## src/rtl/irq_entry_pkg.sv

```systemverilog
package irq_entry_pkg;

    typedef enum logic [2:0] {
        ST_IDLE        = 3'd0,
        ST_UPDATE_REGS = 3'd1,
        ST_READ_VECTOR = 3'd2,
        ST_WAIT_READ   = 3'd3,
        ST_LOAD_PC     = 3'd4,
        ST_FAULT       = 3'd5,
        ST_DONE        = 3'd6
    } entry_state_e;

    localparam int RF_SEL_W = 3;

    typedef enum logic [RF_SEL_W-1:0] {
        RF_STATUS = 3'd0,
        RF_USP    = 3'd1,
        RF_SP     = 3'd2,
        RF_ERP    = 3'd3,
        RF_EXS    = 3'd4,
        RF_EDA    = 3'd5
    } rf_sel_e;

    // Next register in the write order; stack registers skipped in kernel mode.
    function automatic rf_sel_e next_sel(rf_sel_e cur, logic from_user);
        rf_sel_e nxt;
        unique case (cur)
            RF_STATUS: nxt = from_user ? RF_USP : RF_ERP;
            RF_USP:    nxt = RF_SP;
            RF_SP:     nxt = RF_ERP;
            RF_ERP:    nxt = RF_EXS;
            RF_EXS:    nxt = RF_EDA;
            default:   nxt = RF_EDA;
        endcase
        return nxt;
    endfunction

endpackage

```

## src/rtl/irq_entry_fsm.sv

```systemverilog
module irq_entry_fsm
    import irq_entry_pkg::*;
(
    input  logic         clk,
    input  logic         rst_n,
    input  logic         accept,
    input  logic         int_en,
    input  logic         from_user,
    input  logic         mem_rvalid,
    input  logic         mem_err,
    output entry_state_e state,
    output rf_sel_e      sel
);

    entry_state_e state_nxt;
    rf_sel_e      sel_nxt;

    always_ff @(posedge clk or negedge rst_n) begin
        if (!rst_n) begin
            state <= ST_IDLE;
            sel   <= RF_STATUS;
        end else begin
            state <= state_nxt;
            sel   <= sel_nxt;
        end
    end

    always_comb begin
        state_nxt = state;
        sel_nxt   = sel;
        unique case (state)
            ST_IDLE: begin
                sel_nxt = RF_STATUS;
                if (accept) begin
                    state_nxt = int_en ? ST_UPDATE_REGS : ST_DONE;
                end
            end
            ST_UPDATE_REGS: begin
                if (sel == RF_EDA) begin
                    state_nxt = ST_READ_VECTOR;
                end else begin
                    sel_nxt = next_sel(sel, from_user);
                end
            end
            ST_READ_VECTOR: state_nxt = ST_WAIT_READ;
            ST_WAIT_READ: begin
                if (mem_rvalid) begin
                    state_nxt = mem_err ? ST_FAULT : ST_LOAD_PC;
                end
            end
            ST_LOAD_PC: state_nxt = ST_DONE;
            ST_FAULT:   state_nxt = ST_DONE;
            ST_DONE:    state_nxt = ST_IDLE;
            default:    state_nxt = ST_IDLE;
        endcase
    end

endmodule

```

## src/rtl/irq_status_xform.sv

```systemverilog
module irq_status_xform #(
    parameter int DATA_W   = 32,
    parameter int SR_SHIFT = 10,
    parameter int USER_BIT = 5
) (
    input  logic [DATA_W-1:0] old_status,
    output logic [DATA_W-1:0] new_status
);

    localparam logic [DATA_W-1:0] LOW_MASK  = {2'b00, {(DATA_W-2){1'b1}}};
    localparam logic [DATA_W-1:0] KEEP_MASK = {1'b1, {(DATA_W-1){1'b0}}};
    localparam logic [DATA_W-1:0] USER_MASK = DATA_W'(1) << USER_BIT;

    logic [DATA_W-1:0] shifted;

    always_comb begin
        shifted    = (old_status << SR_SHIFT) & LOW_MASK;
        new_status = (shifted | (old_status & KEEP_MASK)) & ~USER_MASK;
    end

endmodule

```

## src/rtl/irq_rf_writer.sv

```systemverilog
module irq_rf_writer
    import irq_entry_pkg::*;
#(
    parameter int DATA_W  = 32,
    parameter int VEC_W   = 8,
    parameter int EXS_POS = 8
) (
    input  logic                active,
    input  rf_sel_e             sel,
    input  logic [DATA_W-1:0]   new_status,
    input  logic [DATA_W-1:0]   cap_sp,
    input  logic [DATA_W-1:0]   cap_ksp,
    input  logic [DATA_W-1:0]   cap_pc,
    input  logic [VEC_W-1:0]    cap_vec,
    output logic                we,
    output logic [RF_SEL_W-1:0] wsel,
    output logic [DATA_W-1:0]   wdata
);

    logic [DATA_W-1:0] exs_word;

    always_comb begin
        exs_word = DATA_W'(cap_vec) << EXS_POS;
        we       = active;
        wsel     = sel;
        unique case (sel)
            RF_STATUS: wdata = new_status;
            RF_USP:    wdata = cap_sp;
            RF_SP:     wdata = cap_ksp;
            RF_ERP:    wdata = cap_pc;
            RF_EXS:    wdata = exs_word;
            default:   wdata = '0;
        endcase
    end

endmodule

```

## src/rtl/irq_entry_seq.sv

```systemverilog
module irq_entry_seq
    import irq_entry_pkg::*;
#(
    parameter int DATA_W    = 32,
    parameter int VEC_W     = 8,
    parameter int SR_SHIFT  = 10,
    parameter int INTEN_BIT = 4,
    parameter int USER_BIT  = 5,
    parameter int EXS_POS   = 8
) (
    input  logic                clk,
    input  logic                rst_n,
    input  logic                req_valid,
    input  logic [VEC_W-1:0]    req_vec,
    output logic                req_ready,
    input  logic [DATA_W-1:0]   status_in,
    input  logic [DATA_W-1:0]   pc_in,
    input  logic [DATA_W-1:0]   sp_in,
    input  logic [DATA_W-1:0]   ksp_in,
    input  logic [DATA_W-1:0]   ebp_in,
    output logic                rf_we,
    output logic [RF_SEL_W-1:0] rf_wsel,
    output logic [DATA_W-1:0]   rf_wdata,
    output logic                pc_we,
    output logic [DATA_W-1:0]   pc_wdata,
    output logic                mem_req,
    output logic [DATA_W-1:0]   mem_addr,
    input  logic                mem_rvalid,
    input  logic [DATA_W-1:0]   mem_rdata,
    input  logic                mem_err,
    output logic                fault,
    output logic                done,
    output logic                taken
);

    localparam int ADDR_SH = $clog2(DATA_W / 8);

    entry_state_e      state;
    rf_sel_e           sel;
    logic              accept;
    logic [DATA_W-1:0] cap_status, cap_pc, cap_sp, cap_ksp, cap_ebp;
    logic [VEC_W-1:0]  cap_vec;
    logic              cap_user;
    logic [DATA_W-1:0] handler_q;
    logic              taken_q;
    logic [DATA_W-1:0] new_status;

    assign accept = req_valid && (state == ST_IDLE);

    irq_entry_fsm u_fsm (
        .clk        (clk),
        .rst_n      (rst_n),
        .accept     (accept),
        .int_en     (status_in[INTEN_BIT]),
        .from_user  (cap_user),
        .mem_rvalid (mem_rvalid),
        .mem_err    (mem_err),
        .state      (state),
        .sel        (sel)
    );

    irq_status_xform #(
        .DATA_W   (DATA_W),
        .SR_SHIFT (SR_SHIFT),
        .USER_BIT (USER_BIT)
    ) u_xform (
        .old_status (cap_status),
        .new_status (new_status)
    );

    irq_rf_writer #(
        .DATA_W  (DATA_W),
        .VEC_W   (VEC_W),
        .EXS_POS (EXS_POS)
    ) u_writer (
        .active     (state == ST_UPDATE_REGS),
        .sel        (sel),
        .new_status (new_status),
        .cap_sp     (cap_sp),
        .cap_ksp    (cap_ksp),
        .cap_pc     (cap_pc),
        .cap_vec    (cap_vec),
        .we         (rf_we),
        .wsel       (rf_wsel),
        .wdata      (rf_wdata)
    );

    // Capture of the register-file view at acceptance, handler at response.
    always_ff @(posedge clk or negedge rst_n) begin
        if (!rst_n) begin
            cap_status <= '0;
            cap_pc     <= '0;
            cap_sp     <= '0;
            cap_ksp    <= '0;
            cap_ebp    <= '0;
            cap_vec    <= '0;
            cap_user   <= 1'b0;
            handler_q  <= '0;
            taken_q    <= 1'b0;
        end else begin
            if (accept) begin
                cap_status <= status_in;
                cap_pc     <= pc_in;
                cap_sp     <= sp_in;
                cap_ksp    <= ksp_in;
                cap_ebp    <= ebp_in;
                cap_vec    <= req_vec;
                cap_user   <= status_in[USER_BIT];
                taken_q    <= 1'b0;
            end
            if (state == ST_WAIT_READ && mem_rvalid && !mem_err) begin
                handler_q <= mem_rdata;
            end
            if (state == ST_LOAD_PC) begin
                taken_q <= 1'b1;
            end
        end
    end

    assign mem_addr = cap_ebp + (DATA_W'(cap_vec) << ADDR_SH);
    assign pc_wdata = handler_q;

    always_comb begin
        req_ready = 1'b0;
        mem_req   = 1'b0;
        pc_we     = 1'b0;
        fault     = 1'b0;
        done      = 1'b0;
        taken     = 1'b0;
        unique case (state)
            ST_IDLE:        req_ready = 1'b1;
            ST_UPDATE_REGS: ;
            ST_READ_VECTOR: mem_req = 1'b1;
            ST_WAIT_READ:   ;
            ST_LOAD_PC:     pc_we = 1'b1;
            ST_FAULT:       fault = 1'b1;
            ST_DONE: begin
                done  = 1'b1;
                taken = taken_q;
            end
            default: ;
        endcase
    end

endmodule

```

## config.mk

```make
export PLATFORM = sky130hd
export DESIGN_NAME = irq_entry_seq
export DESIGN_NICKNAME = d
export VERILOG_FILES = /design/src/rtl/irq_entry_pkg.sv /design/src/rtl/irq_entry_fsm.sv /design/src/rtl/irq_status_xform.sv /design/src/rtl/irq_rf_writer.sv /design/src/rtl/irq_entry_seq.sv
export SDC_FILE = /design/constraint.sdc
export NUM_CORES = 1
export LEC_CHECK = 0
export BUFFER_PORTS_ARGS = -buffer_cell sky130_fd_sc_hd__buf_2
export CORE_MARGIN = 2
export CORE_UTILIZATION = 50
export DETAILED_ROUTE_END_ITERATION = 16
export PLACE_DENSITY = 0.8
export REMOVE_ABC_BUFFERS = 1
export SLEW_MARGIN = 0
export SYNTH_ARGS = -nofsm -noshare
export SYNTH_HDL_FRONTEND = slang
export SYNTH_SLANG_ARGS = --single-unit
```

## constraint.sdc

```tcl
create_clock -name clk -period 2.8 [get_ports clk]
set_clock_uncertainty 0.1 [all_clocks]
set_input_delay 0.56 -clock clk [delete_from_list [all_inputs] [get_ports clk]]
set_output_delay 0.56 -clock clk [all_outputs]
set_load 0.01 [all_outputs]
```

### Yosys cells after proc, flatten, opt, wreduce, memory -nomap -nowiden

Cells that the tools add are included.

* register bits: 208
* output and inout bits: 106
* bits of input ports: 205
* logic and storage cells: 58

* bitwise gates (word level): 1
* reduce and logical (&&, ||, !) cells: 11
* multiplexer cells: 19
* add/sub/neg operators: 1
* eq/ne operators: 15

Operators with widths (number)
* $pmux 32 s5: 1
* $add 32x10->32: 1
* $or 30x32->32: 1
* $eq 3x3->1 const B: 5
* $mux 3: 5
* $pmux 3 s5: 1
* $eq 3x2->1 const B: 4
* $pmux 3 s4: 1
* $mux 1: 9
* $eq 3x1->1 const B: 2
* $logic_not 3->1: 2
* $ne 2x2->1 const B: 3
* $pmux 3 s2: 1
* $reduce_bool 2->1: 2
* $logic_and 1x1->1: 3
* $reduce_and 3->1: 1
* $mux 2: 1
* $ne 2x1->1 const B: 1
* $reduce_and 2->1: 1
* $reduce_or 2->1: 1
* $logic_not 1->1: 1

### Depth between registers and ports, before layout

* depth after elaboration: 4
* depth in mapped cells: 8
* mapped depth without buffers: 8

### Cells and area by module

A second synthesis with hierarchy kept.

* cells, all modules: 1074
* area, all modules: 10117.2 µm²

By module, submodules not included
* irq_entry_seq: seq. area each 5029.8 µm², cells an instance 906, area each 8413.1 µm², instances 1
* irq_rf_writer: seq. area each 0.0 µm², cells an instance 102, area each 1133.6 µm², instances 1
* irq_entry_fsm: seq. area each 150.1 µm², cells an instance 33, area each 326.6 µm², instances 1
* irq_status_xform: seq. area each 0.0 µm², cells an instance 33, area each 244.0 µm², instances 1

### Worst setup path after synthesis

OpenSTA, ideal clock, no wires.

* kind: register to output
* start: register cap_vec[0]
* end: output mem_addr[26]
* path buffers: 0
* required time: 2.140 ns
* slack: 0.133 ns
* data arrival time: 2.007 ns
* cell stages (with the launch flop): 9
* cells stage by stage: dfrtp_1 ha_1 inv_1 fa_1 nand2b_1 a21oi_1 o21ai_1 nor4_1 xor2_1

* cells in the longest elaborated chain, start to end: 1

RTL lines
* start, declared: RTL line irq_entry_seq.sv:42 `logic [VEC_W-1:0] cap_vec;`
* start signal, assigned: RTL line irq_entry_seq.sv:107 `cap_vec <= req_vec;`
* $add 32x10->32: RTL line irq_entry_seq.sv:120 `assign mem_addr = cap_ebp + (DATA_W'(cap_vec) << ADDR_SH);`
* end, declared: RTL line irq_entry_seq.sv:27 `output logic [DATA_W-1:0] mem_addr,`

Every way passes these cells.

### Final worst setup path

* start: register cap_ebp[2]
* end: output mem_addr[14]

* cells in the longest elaborated chain, start to end: 1

RTL lines
* start, declared: RTL line irq_entry_seq.sv:41 `logic [DATA_W-1:0] cap_status, cap_pc, cap_sp, cap_ksp, cap_ebp;`
* start signal, assigned: RTL line irq_entry_seq.sv:106 `cap_ebp <= ebp_in;`
* $add 32x10->32: RTL line irq_entry_seq.sv:120

Every way passes these cells.

==> implementation parameters <==
Parameter                              Value

Pwr
  Total power per unit cell area    1240 mW/mm^2
  Max rail drop VDD    866 uV
  Leak Pwr    approximately 5.8 nW

Global routing
  Initial antenna violation count    3
  Vias in the first global route    7141
  Global-route wire length before repair    approximately 38000 um
  Largest net degree at the start of global routing    63
  Combined global-route utilization of all metal layers    0.244
  Leftover overflow at the end of global routing    0

Layout
  Fraction of final layout cells sized beyond drive strength 1    0.621
  Non-filler instance count after layout    roughly 1200
  Number of nets at the end of the flow    approximately 1200
  Most common cell after layout, fill and taps aside    sky130_fd_sc_hd__buf_2
  Top library cells by usage in the layout, fill and taps aside    sky130_fd_sc_hd__buf_2 (298), sky130_fd_sc_hd__mux2_2 (196), sky130_fd_sc_hd__dfrtp_1 (193)
  Area growth from synthesis to final layout    32.2%
  Share of the core filled with cells    0.674

Setup path
  Capture instance of the worst register-to-register path    cap_sp[22]
  Start of the worst register-to-register path    u_fsm.state[1]
  Critical path launch point type    flip-flop
  Number of cell instances on the worst register-to-register path    5
  Setup Crit Path Kind    reg -> out
  CP arrival    around 2.4 ns
  FF-to-FF setup slack    between 0.6 and 0.7 ns
  Peak fanout along the critical path    5
  Critical Path End Type    primary output
  Data required time at the worst endpoint    ~2.1 ns

STA
  Final setup violating endpoints    23
  Setup slack of the critical path after layout    -0.299 ns
  Worst relative slew slack    0.642
  Unrepaired setup endpoints after global routing    true
  Final Slew Violations    0
  Part of the cycle the worst path needs    1.11
  Pin slew with the least headroom to its limit    0.536 ns
  Maximum achievable frequency    0.323 GHz
  Hold slack final    -0.000239 ns
  Final critical delay including setup and external delays    ~3.1 ns
  Sum of negative setup slack    -3.73 ns
  Final Hold Violating Endpoints    1

Synth
  Simple-gate share of the synthesized area    0.0708
  Cells after Synth    between 600 and 700
  Proportion of synthesized area in mux cells    0.291
  Register bit total from synthesis    approximately 200
  Post-synthesis cell type count    43
  Xor and xnor fraction of the mapped netlist area    0.0268
  Dominant combinational cell family by area after synthesis    multiplexers
  EDFF count, synth    0
  Synthesized cell area    between 0.009 and 0.01 mm^2
  Compound-cell area share of the yosys netlist    0.0398
  Proportion of synthesized flip-flops having asynchronous set or reset    1.00
  Mean area per synthesized cell    roughly 13 um^2
  Sequential fraction of the synthesis area    0.536
  Synth Flop Type    sky130_fd_sc_hd__dfrtp_1
  Count of synthesis-stage warnings from yosys    0
  Post-synthesis adder-cell area fraction    0.0131

Floorplan
  Effective utilization at floorplan    0.510
  Core outline area    0.0180 mm^2
  Ports    roughly 310
  Floorplan die height    between 100 and 150 um
  Total Die Area    0.0194 mm^2
  Site row count    49
  Die outline width    around 140 um

Routing
  Number of nets with antenna violations after routing    0
  Remaining routing DRC violations    0
  Wire length after detailed routing    roughly 24000 um
  Number of search-and-repair iterations in the first detailed-routing pass    4
  Vias post-DR    just under 7000
  Per-cell routed wire length    roughly 19 um
  Via-per-instance ratio    around 5.4
  DRT iter0 DRCs    approximately 330

Clock network
  TritonCTS clock tree    built
  Number of sinks driven by the clock tree    just under 200
  H-Tree Level Count    4
  Clock latency on the worst-skew pair    about 0.43 ns
  Clock-pin slew on the worst setup and hold paths    approximately 0.08 ns
  Total CTS buffers    17
  Quantity of hold-fixing buffers added after cts    0
  Root buffer cell    sky130_fd_sc_hd__clkbuf_16
  Deepest clock path buffer count    2

Placed design
  Cell count after placement    approximately 1200
  Half-perimeter wire length after placement    around 17000 um
  Number of I/O port buffers    299
  Gpl congestion    a little over 0.9

Worst hold path
  Min-delay worst type    in -> async

Run status
  Outcome    finished with violations
  Failing checks    hold timing, setup timing

Job
  Max-cap violations    0
## layer usage
metal  wire length, um  global-route usage
met1              9410               0.302
met2             12300               0.422
met3              1640              0.0678
met4               347              0.0686
met5                11                   0
## cell usage after synthesis (5+ instances only)
cell type                    n  area (um^2)
sky130_fd_sc_hd__clkbuf_1   24         90.1
sky130_fd_sc_hd__nor3_1     10         50.1
sky130_fd_sc_hd__nand2_1    20         75.1
sky130_fd_sc_hd__nand3_1    12         60.1
sky130_fd_sc_hd__a22oi_1    11         82.6
sky130_fd_sc_hd__ha_1        8          100
sky130_fd_sc_hd__nor2_1     27          101
sky130_fd_sc_hd__mux2i_1    10          100
sky130_fd_sc_hd__inv_1       9         33.8
sky130_fd_sc_hd__xor2_1     12          105
sky130_fd_sc_hd__nand4_1     5         31.3
sky130_fd_sc_hd__a21oi_1    17         85.1
sky130_fd_sc_hd__buf_2      11         55.1
sky130_fd_sc_hd__nand2b_1    5         31.3
sky130_fd_sc_hd__mux2_2    196         2210
sky130_fd_sc_hd__o22ai_1     6         37.5
sky130_fd_sc_hd__o21ai_0    10         50.1
sky130_fd_sc_hd__mux4_2     16          360
sky130_fd_sc_hd__nor2b_1    19          119
sky130_fd_sc_hd__xnor2_1    16          140
sky130_fd_sc_hd__dfrtp_1   196         4900
## where the power goes
part	switching [mW]	internal, mW	total (mW)
clock	1.18	1.30	2.48
sequential	0.980	4.27	5.25
combinational	3.39	3.96	7.34
total	5.54	9.53	15.1
## registers in the layout, indices dropped and copies added (netlist names)
name / flops
cap_ebp: 32
cap_ksp: 32
cap_pc: 32
cap_sp: 32
pc_wdata: 32
cap_status: 21
cap_vec: 8
u_fsm.sel: 3
u_fsm.state: 3
taken_q: 1
## worst max-delay path, stage by stage, from the launching register on
cell and delay (ns):
sky130_fd_sc_hd__dfrtp_1 0.36, sky130_fd_sc_hd__ha_2 0.20, sky130_fd_sc_hd__inv_2 0.04, sky130_fd_sc_hd__fa_2 0.35, sky130_fd_sc_hd__nand2b_4 0.17, sky130_fd_sc_hd__a21oi_4 0.13, sky130_fd_sc_hd__o21ai_2 0.10, sky130_fd_sc_hd__buf_6 0.15
sky130_fd_sc_hd__buf_6 0.13, sky130_fd_sc_hd__nor2_4 0.07, sky130_fd_sc_hd__xor2_1 0.17, sky130_fd_sc_hd__buf_2 0.16
## kinds of logic (layout without fill, tap and decap cells)
kind of cell | count (synthesis) | after routing
flops | 196 | 196
xor+xnor | 28 | 28
other cells | 0 | 3
compound gates | 59 | 60
fa+ha+maj | 9 | 9
mux | 222 | 222
simple gates | 118 | 118
buf+inv | 50 | 383
## through the flow
step / power [mW] / worst slack [ns] / area, um^2
floorplan: 9.48 / -1.87 / 8980
global placement: 11.7 / 0.0649 / 11100
detailed placement: 12.0 / -0.00631 / 11100
CTS: 15.0 / -0.271 / 12000
global route: 16.0 / -0.382 / 12100
finish: 15.1 / -0.299 / 12100
## layout make-up
type                            count  area, um^2
Inverter                            9        33.8
Clock buffer                       18         439
Antenna cell                        3        7.51
Sequential cell                   196        4910
Timing Repair Buffer              342        1950
Fill cell                        1351        5860
Clock inverter                     14         160
Tap cell                          229         287
Multi-Input combinational cell    437        4330
## worst max path at each step
stage                               from           end  slack, ns
after global routing          cap_vec[0]  mem_addr[14]      -0.38
after floorplan           u_fsm.state[1]    cap_ebp[0]      -1.87
final                         cap_ebp[2]  mem_addr[14]      -0.30
after CTS                     cap_vec[0]  mem_addr[30]      -0.27
after global placement        cap_ebp[2]  mem_addr[28]       0.06
after detailed placement      cap_ebp[2]  mem_addr[28]     -0.006
## timing repair
action | in CTS | in global routing
pin swaps | 18 | 15
endpoints found under the setup margin | 24 | 25
gates resized for setup | 44 | 11
gates cloned | 2 | 0
buffers inserted | 7 | 8
(Power assumes the default switching activity.)
